### src/rtl/pwm_pkg.sv
// Shared constants and types for the multichannel PWM.
// Assumes: nothing beyond IEEE 1800-2017.
package pwm_pkg;
    localparam int PWM_NCH  = 7;
    localparam int PWM_NSRC = 5;
    localparam int PWM_SELW = 3;
    localparam int PWM_CNTW = 16;
    localparam int PWM_DW   = 32;
    localparam int PWM_AW   = 4;

    typedef enum logic {
        PH_HIGH = 1'b0,
        PH_LOW  = 1'b1
    } pwm_phase_e;
endpackage

### src/rtl/pwm_src_edge.sv
// Detects rising edges on each reference source level.
// Assumes: the source levels are already synchronous to clk.
module pwm_src_edge #(
    parameter int NSRC = pwm_pkg::PWM_NSRC
) (
    input  logic            clk,
    input  logic            rst_n,
    input  logic [NSRC-1:0] src_lvl,
    output logic [NSRC-1:0] src_rise
);
    logic [NSRC-1:0] src_q;

    // Keep the previous level of every source.
    always_ff @(posedge clk) begin
        if (!rst_n) src_q <= '0;
        else        src_q <= src_lvl;
    end

    assign src_rise = src_lvl & ~src_q;
endmodule

### src/rtl/pwm_regs.sv
// Register file: gate bits, source fields and bypass bits, and per-channel
// high and low counts. Source fields and bypass bits of a gated channel
// are write-protected.
// Assumes: DW covers NCH*SELW+NCH bits, and the address space covers 2+2*NCH.
module pwm_regs #(
    parameter int NCH  = pwm_pkg::PWM_NCH,
    parameter int SELW = pwm_pkg::PWM_SELW,
    parameter int CNTW = pwm_pkg::PWM_CNTW,
    parameter int DW   = pwm_pkg::PWM_DW,
    parameter int AW   = pwm_pkg::PWM_AW
) (
    input  logic                      clk,
    input  logic                      rst_n,
    input  logic [AW-1:0]             bus_addr,
    input  logic                      bus_we,
    input  logic [DW-1:0]             bus_wdata,
    output logic [DW-1:0]             bus_rdata,
    output logic [NCH-1:0]            ch_en,
    output logic [NCH-1:0][SELW-1:0]  ch_sel,
    output logic [NCH-1:0]            ch_byp,
    output logic [NCH-1:0][CNTW-1:0]  ch_hold,
    output logic [NCH-1:0][CNTW-1:0]  ch_wait
);
    localparam int BYP_BASE  = NCH * SELW;
    localparam int HOLD_BASE = 2;
    localparam int WAIT_BASE = 2 + NCH;
    localparam logic [AW-1:0] A_EN  = AW'(0);
    localparam logic [AW-1:0] A_SEL = AW'(1);

    logic [NCH-1:0]           en_q;
    logic [NCH-1:0][SELW-1:0] sel_q;
    logic [NCH-1:0]           byp_q;
    logic [NCH-1:0][CNTW-1:0] hold_q;
    logic [NCH-1:0][CNTW-1:0] wait_q;

    logic unused_wdata;
    assign unused_wdata = ^bus_wdata[DW-1:BYP_BASE+NCH];

    // Gate register write.
    always_ff @(posedge clk) begin
        if (!rst_n)                         en_q <= '0;
        else if (bus_we && bus_addr == A_EN) en_q <= bus_wdata[NCH-1:0];
    end

    // Source, bypass and count writes; source and bypass only for ungated channels.
    always_ff @(posedge clk) begin
        if (!rst_n) begin
            sel_q  <= '0;
            byp_q  <= '0;
            hold_q <= '0;
            wait_q <= '0;
        end else if (bus_we) begin
            for (int c = 0; c < NCH; c++) begin
                if (bus_addr == A_SEL && !en_q[c]) begin
                    sel_q[c] <= bus_wdata[c*SELW +: SELW];
                    byp_q[c] <= bus_wdata[BYP_BASE + c];
                end
                if (bus_addr == AW'(HOLD_BASE + c)) hold_q[c] <= bus_wdata[CNTW-1:0];
                if (bus_addr == AW'(WAIT_BASE + c)) wait_q[c] <= bus_wdata[CNTW-1:0];
            end
        end
    end

    // Read multiplexer.
    always_comb begin
        bus_rdata = '0;
        if (bus_addr == A_EN) begin
            bus_rdata[NCH-1:0] = en_q;
        end else if (bus_addr == A_SEL) begin
            bus_rdata[BYP_BASE-1:0]   = sel_q;
            bus_rdata[BYP_BASE +: NCH] = byp_q;
        end
        for (int c = 0; c < NCH; c++) begin
            if (bus_addr == AW'(HOLD_BASE + c)) bus_rdata[CNTW-1:0] = hold_q[c];
            if (bus_addr == AW'(WAIT_BASE + c)) bus_rdata[CNTW-1:0] = wait_q[c];
        end
    end

    assign ch_en   = en_q;
    assign ch_sel  = sel_q;
    assign ch_byp  = byp_q;
    assign ch_hold = hold_q;
    assign ch_wait = wait_q;

    // Write protection of running channels' source and bypass.
    for (genvar g = 0; g < NCH; g++) begin : g_lock
        p_sel_lock_r6: assert property (@(posedge clk) disable iff (!rst_n)
            (bus_we && bus_addr == A_SEL && en_q[g]) |=> ($stable(sel_q[g]) && $stable(byp_q[g])));
    end
endmodule

### src/rtl/pwm_chan.sv
// One PWM channel: picks a source, counts its rising edges through a high
// phase of hold+1 and a low phase of wait+1 edges, and reloads the counts
// only at a period boundary. Bypass forwards the source level.
// Assumes: source levels and edges are synchronous to clk.
module pwm_chan #(
    parameter int NSRC = pwm_pkg::PWM_NSRC,
    parameter int SELW = pwm_pkg::PWM_SELW,
    parameter int CNTW = pwm_pkg::PWM_CNTW
) (
    input  logic            clk,
    input  logic            rst_n,
    input  logic            en,
    input  logic [SELW-1:0] sel,
    input  logic            byp,
    input  logic [CNTW-1:0] hold_cfg,
    input  logic [CNTW-1:0] wait_cfg,
    input  logic [NSRC-1:0] src_lvl,
    input  logic [NSRC-1:0] src_rise,
    output logic            ch_out
);
    import pwm_pkg::*;

    pwm_phase_e      phase;
    logic [CNTW-1:0] cnt;
    logic [CNTW-1:0] live_hold;
    logic [CNTW-1:0] live_wait;
    logic            sel_lvl;
    logic            sel_tick;

    // Source multiplexer; codes with no source give a dead input.
    always_comb begin
        sel_lvl  = 1'b0;
        sel_tick = 1'b0;
        for (int s = 0; s < NSRC; s++) begin
            if (sel == SELW'(s)) begin
                sel_lvl  = src_lvl[s];
                sel_tick = src_rise[s];
            end
        end
    end

    // Phase counter with period-boundary reload of the live counts.
    always_ff @(posedge clk) begin
        if (!rst_n) begin
            phase     <= PH_HIGH;
            cnt       <= '0;
            live_hold <= '0;
            live_wait <= '0;
        end else if (!en || byp) begin
            phase     <= PH_HIGH;
            cnt       <= '0;
            live_hold <= hold_cfg;
            live_wait <= wait_cfg;
        end else if (sel_tick) begin
            if (phase == PH_HIGH) begin
                if (cnt == live_hold) begin
                    phase <= PH_LOW;
                    cnt   <= '0;
                end else begin
                    cnt <= cnt + 1'b1;
                end
            end else begin
                if (cnt == live_wait) begin
                    phase     <= PH_HIGH;
                    cnt       <= '0;
                    live_hold <= hold_cfg;
                    live_wait <= wait_cfg;
                end else begin
                    cnt <= cnt + 1'b1;
                end
            end
        end
    end

    assign ch_out = en & (byp ? sel_lvl : (phase == PH_HIGH));

    p_cnt_hi_r4: assert property (@(posedge clk) disable iff (!rst_n)
        (phase == PH_HIGH) |-> (cnt <= live_hold));
    p_cnt_lo_r4: assert property (@(posedge clk) disable iff (!rst_n)
        (phase == PH_LOW) |-> (cnt <= live_wait));
    p_live_frozen_r7: assert property (@(posedge clk) disable iff (!rst_n)
        (en && !byp && phase == PH_HIGH) |=> ($stable(live_hold) && $stable(live_wait)));
    p_restart_r8: assert property (@(posedge clk) disable iff (!rst_n)
        !en |=> (phase == PH_HIGH && cnt == '0));
endmodule

### src/rtl/pwm_multi_ctrl.sv
// Top: register file, shared source edge detection and NCH channels.
// The last channel drives the internal output; the others are external.
// Assumes: single clock domain, source levels synchronous to clk.
module pwm_multi_ctrl #(
    parameter int NCH  = pwm_pkg::PWM_NCH,
    parameter int NSRC = pwm_pkg::PWM_NSRC,
    parameter int SELW = pwm_pkg::PWM_SELW,
    parameter int CNTW = pwm_pkg::PWM_CNTW,
    parameter int DW   = pwm_pkg::PWM_DW,
    parameter int AW   = pwm_pkg::PWM_AW
) (
    input  logic            clk,
    input  logic            rst_n,
    input  logic [AW-1:0]   bus_addr,
    input  logic            bus_we,
    input  logic [DW-1:0]   bus_wdata,
    output logic [DW-1:0]   bus_rdata,
    input  logic [NSRC-1:0] src_lvl,
    output logic [NCH-2:0]  pwm_ext,
    output logic            pwm_int
);
    logic [NCH-1:0]           ch_en;
    logic [NCH-1:0][SELW-1:0] ch_sel;
    logic [NCH-1:0]           ch_byp;
    logic [NCH-1:0][CNTW-1:0] ch_hold;
    logic [NCH-1:0][CNTW-1:0] ch_wait;
    logic [NSRC-1:0]          src_rise;
    logic [NCH-1:0]           ch_out;

    pwm_src_edge #(.NSRC(NSRC)) u_edge (
        .clk      (clk),
        .rst_n    (rst_n),
        .src_lvl  (src_lvl),
        .src_rise (src_rise)
    );

    pwm_regs #(.NCH(NCH), .SELW(SELW), .CNTW(CNTW), .DW(DW), .AW(AW)) u_regs (
        .clk       (clk),
        .rst_n     (rst_n),
        .bus_addr  (bus_addr),
        .bus_we    (bus_we),
        .bus_wdata (bus_wdata),
        .bus_rdata (bus_rdata),
        .ch_en     (ch_en),
        .ch_sel    (ch_sel),
        .ch_byp    (ch_byp),
        .ch_hold   (ch_hold),
        .ch_wait   (ch_wait)
    );

    for (genvar g = 0; g < NCH; g++) begin : g_ch
        pwm_chan #(.NSRC(NSRC), .SELW(SELW), .CNTW(CNTW)) u_chan (
            .clk      (clk),
            .rst_n    (rst_n),
            .en       (ch_en[g]),
            .sel      (ch_sel[g]),
            .byp      (ch_byp[g]),
            .hold_cfg (ch_hold[g]),
            .wait_cfg (ch_wait[g]),
            .src_lvl  (src_lvl),
            .src_rise (src_rise),
            .ch_out   (ch_out[g])
        );
    end

    assign pwm_ext = ch_out[NCH-2:0];
    assign pwm_int = ch_out[NCH-1];
endmodule

### config.mk
export PLATFORM = sky130hd
export DESIGN_NAME = pwm_multi_ctrl
export DESIGN_NICKNAME = d
export VERILOG_FILES = /design/src/rtl/pwm_pkg.sv /design/src/rtl/pwm_src_edge.sv /design/src/rtl/pwm_regs.sv /design/src/rtl/pwm_chan.sv /design/src/rtl/pwm_multi_ctrl.sv
export SDC_FILE = /design/constraint.sdc
export NUM_CORES = 2
export LEC_CHECK = 0
export ABC_CLOCK_PERIOD_IN_PS = 4400
export BUFFER_PORTS_ARGS = -buffer_cell sky130_fd_sc_hd__buf_2
export CAP_MARGIN = 5
export CORE_ASPECT_RATIO = 0.9
export CORE_MARGIN = 2
export CORE_UTILIZATION = 65
export DETAILED_ROUTE_END_ITERATION = 8
export GPL_TIMING_DRIVEN = 1
export MAX_ROUTING_LAYER = met4
export PLACE_DENSITY = 0.83
export SLEW_MARGIN = 10
export SYNTH_ARGS = -nofsm -noshare
export SYNTH_HDL_FRONTEND = slang
export SYNTH_SLANG_ARGS = --single-unit
### constraint.sdc
create_clock -name clk -period 4.4 [get_ports clk]
set_input_delay 0 -clock clk [delete_from_list [all_inputs] [get_ports clk]]
set_output_delay 0 -clock clk [all_outputs]
set_load 0.05 [all_outputs]
==> results_dict.tcl <==
set metrics [dict create \
    cp_data_arrival_time_ns 3.12 \
    globalplace.congestion 1.05 \
    cts_tree "built" \
    cpMostUsedCell "a21oi_1" \
    avgSynthCellArea_um2 7.81 \
    syn-instance-count 3757 \
    viasPerCell 6.37 \
    power.density_nw_per_um2 382 \
    grt_pass1_wl_mm 143 \
    rsz0062_at_grt "false" \
    final-setup-viol-count 0 \
    seqPwrFrac 0.458 \
    die_w_um 228 \
    p_int_mw 9.22 \
    cts.clk_slew.worst_paths_ns 0.07 \
    switchingPower_mw 3.01 \
    cp.required_ns 4.40 \
    cts.sinks 607 \
    regArea_um2 12200 \
    worstSetupEndpointType "primary output" \
    yosys_warnings 0 \
    antenna_found_initial 2 \
    vias 27341 \
    finalCritPeriodShare 0.709 \
    stdcell_count 4292 \
    crit_type "reg -> out" \
    globalRouteTotalUtil 0.399 \
    clk_latency_ns 0.65 \
    n_fill_cell 3431 \
    placed_cells 4138 \
    fp.dieH_um 206 \
    die-area_um2 46900 \
    drtIter0Drc 3936 \
    nNetsFinal 3690 \
    fin_skew_ns 0.0297 \
    initial_core_util 0.661 \
    slew_violations 0 \
    fmax_mhz 320 \
    drt-pass1-iter-count 9 \
    drive_gt1_frac 0.0827 \
    synthToLayoutAreaGrowth_pct 9.27 \
    max_stage_delay_ns 0.46 \
    hold_violations 0 \
    rows 73 \
    final_cell_mix "nand2_1 (778), dfxtp_1 (607), a21oi_1 (296), nand3_1 (279), o21ai_0 (218)" \
    p_comb_frac 0.072 \
    synth-seq-cells 607 \
    hpwl_mm 62.1 \
    portBuffers 74 \
    route.detailed.drc 0 \
    h-tree-depth 2 \
    outcome "finished clean" \
    p_leak_nw 11.0 \
    gr-total-overflow 0 \
    min_period_ns 3.12 \
    final_common_cell "nand2_1" \
    cts_inserted_buffers 60 \
    path_max_fanout 5 \
    async_flop_share 0 \
    cp_slowest_cell "or3b_2" \
    wl_mm 93.0 \
    vdd_drop_max_mv 0.344 \
    netlist_area_um2 29300 \
    ant_nets 0 \
    cp_cell_sequence "or3b_2 -> a21oi_1 -> a21oi_1 -> o221ai_1 -> a222oi_1 -> o21ai_0 -> buf_2" \
    multi_input_area_um2 15700 \
    final.setup.tns_ns 0 \
    startpoint_type "flop" \
    switching_share 0.246 \
    grt_pass1_vias 24600 \
    synth_flop_cell "dfxtp_1" \
    clock_path_buffers 3 \
    postCtsSetupRepairBufs 0 \
    synth_edf_count 0 \
    wl_per_cell_um 21.7 \
    hp-class "in -> reg" \
    synth-seq-area-share 0.414 \
    worst_slew_pin_slew_ns 1.26 \
    netlist-cell-type-count 93 \
    path_buf_inv 1 \
    io_pins 83 \
    pwr-share-clk 0.471 \
    max_cap_viol_count 0 \
    grt_max_degree 187 \
    slew_headroom 0.160 \
    cts-root-buf "clkbuf_16" \
    path_delay_family "compound AO/OA/AOI/OAI gates" \
    coreArea_um2 44400 \
]
==> layer usage <==
layer	up-vias	part of all wire	GRT usage
met3	317	0.12	0.0908
met1	12797	0.40	0.529
met4	0	0.054	0.187
li1	12656	-	-
met2	1571	0.42	0.581
met5	-	0	-
==> cells by family (layout without fill, tap and decap cells) <==
| kind of cell | count (synthesis) | count (layout) | synth area share |
|---|---|---|---|
| muxes | 69 | 69 | 0.0272 |
| AOI/OAI and AO/OA | 796 | 796 | 0.161 |
| and+or+nand+nor | 1602 | 1602 | 0.250 |
| adders and majority gates | 7 | 7 | 0.00299 |
| xor gates and xnor gates | 310 | 310 | 0.0925 |
| DFF | 607 | 607 | 0.414 |
| buffers and inverters | 365 | 294 | 0.0517 |
| other | 1 | 7 | 0.000128 |
==> repair_timing <==
action / CTS / global route
resized for setup: 0 / 0
hold endpoints to repair: 276 / 0
hold buffers: 39 / 0
==> stage by stage <==
step | hold slack (ns) | power, mW | worst slack (ns) | area (um2) | util
2_1_floorplan | 0.136 | 6.25 | 1.80 | 29300 | -
3_3_place_gp | 0.234 | 6.52 | 1.51 | 29400 | 0.663
3_5_place_dp | 0.241 | 6.53 | 1.50 | 29400 | 0.663
4_1_cts | 0.137 | 12.2 | 1.37 | 32000 | 0.722
5_1_grt | 0.173 | 12.5 | 1.22 | 32100 | 0.722
6_report | 0.147 | 12.2 | 1.28 | 32100 | 0.722
==> power by group through the flow <==
stage          combinational (mW)  sequential (mW)  clock, mW
2_1_floorplan               0.560             5.69          0
3_3_place_gp                0.801             5.72          0
3_5_place_dp                0.808             5.72          0
4_1_cts                     0.840             5.60       5.75
5_1_grt                     0.913             5.60       5.98
6_report                    0.877             5.60       5.75
==> tightest hold or removal path: stages <==
cell	delay, ns
dlygate4sd3_1	0.52
buf_2	0.09
mux2i_1	0.05
nor2_1	0.07
==> flip-flops by register name (all words and copies together) (netlist names), 21 cells and up <==
register and count:
g_ch.u_chan.cnt 112, g_ch.u_chan.live_wait 112, u_regs.ch_wait 112, g_ch.u_chan.live_hold 112, u_regs.ch_hold 112, u_regs.ch_sel 21
==> cell usage after synthesis (6+ instances only) <==
master	instances	area, um2
mux4_2	6	135
dfxtp_1	607	12200
o21ai_1	57	285
nor2_1	204	766
mux2i_1	59	591
or3_1	8	50.1
nor2_2	8	50.1
nor2b_1	16	100
or2_2	12	75.1
nand3b_1	14	105
nand2_1	778	2920
nand2b_1	21	131
or3b_2	8	70.1
buf_2	35	175
buf_6	7	78.8
nand3_1	279	1400
inv_1	39	146
a222oi_1	10	100
and4_1	8	70.1
a211oi_1	6	45.0
buf_4	12	90.1
a31oi_1	12	75.1
xnor2_1	215	1880
and2_1	15	93.8
o21a_1	8	60.1
nor4_1	33	206
a221oi_1	9	78.8
nor3b_1	7	52.6
and3_1	31	194
a22oi_1	25	188
o21ai_0	218	1090
o22ai_1	44	275
buf_1	24	90.1
or3b_1	7	61.3
nand4_1	83	519
xor2_1	95	832
clkbuf_1	245	920
a311oi_1	6	52.6
ha_1	7	87.6
a21oi_1	296	1480
a21o_1	12	90.1
o21ai_2	28	245
nor3_1	45	225
==> final timing paths <==
| path | startpoint | endpoint | slack, ns | depth (start not counted) |
|---|---|---|---|---|
| max reg2reg | g_ch[5].u_chan.cnt[0] | g_ch[5].u_chan.live_hold[14] | 1.44 | 7 |
| min reg2reg | g_ch[0].u_chan.live_wait[8] | g_ch[0].u_chan.live_wait[8] | 0.46 | 2 |
| min | bus_wdata[20] | u_regs.ch_sel[20] | 0.15 | 4 |
| max | u_regs.ch_en[1] | bus_rdata[1] | 1.28 | 7 |
==> layout make-up <==
| type | instances | share of cell area |
|---|---|---|
| multi-input combinational | 2788 | 0.491 |
| clock buffer | 79 | 0.0522 |
| sequential | 607 | 0.379 |
| inverter | 39 | 0.00480 |
| clock inverter | 33 | 0.0170 |
| antenna | 3 | 0.000234 |
| timing repair buffer | 143 | 0.0322 |
| tap | 600 | 0.0234 |
(Power assumes the default switching activity.)
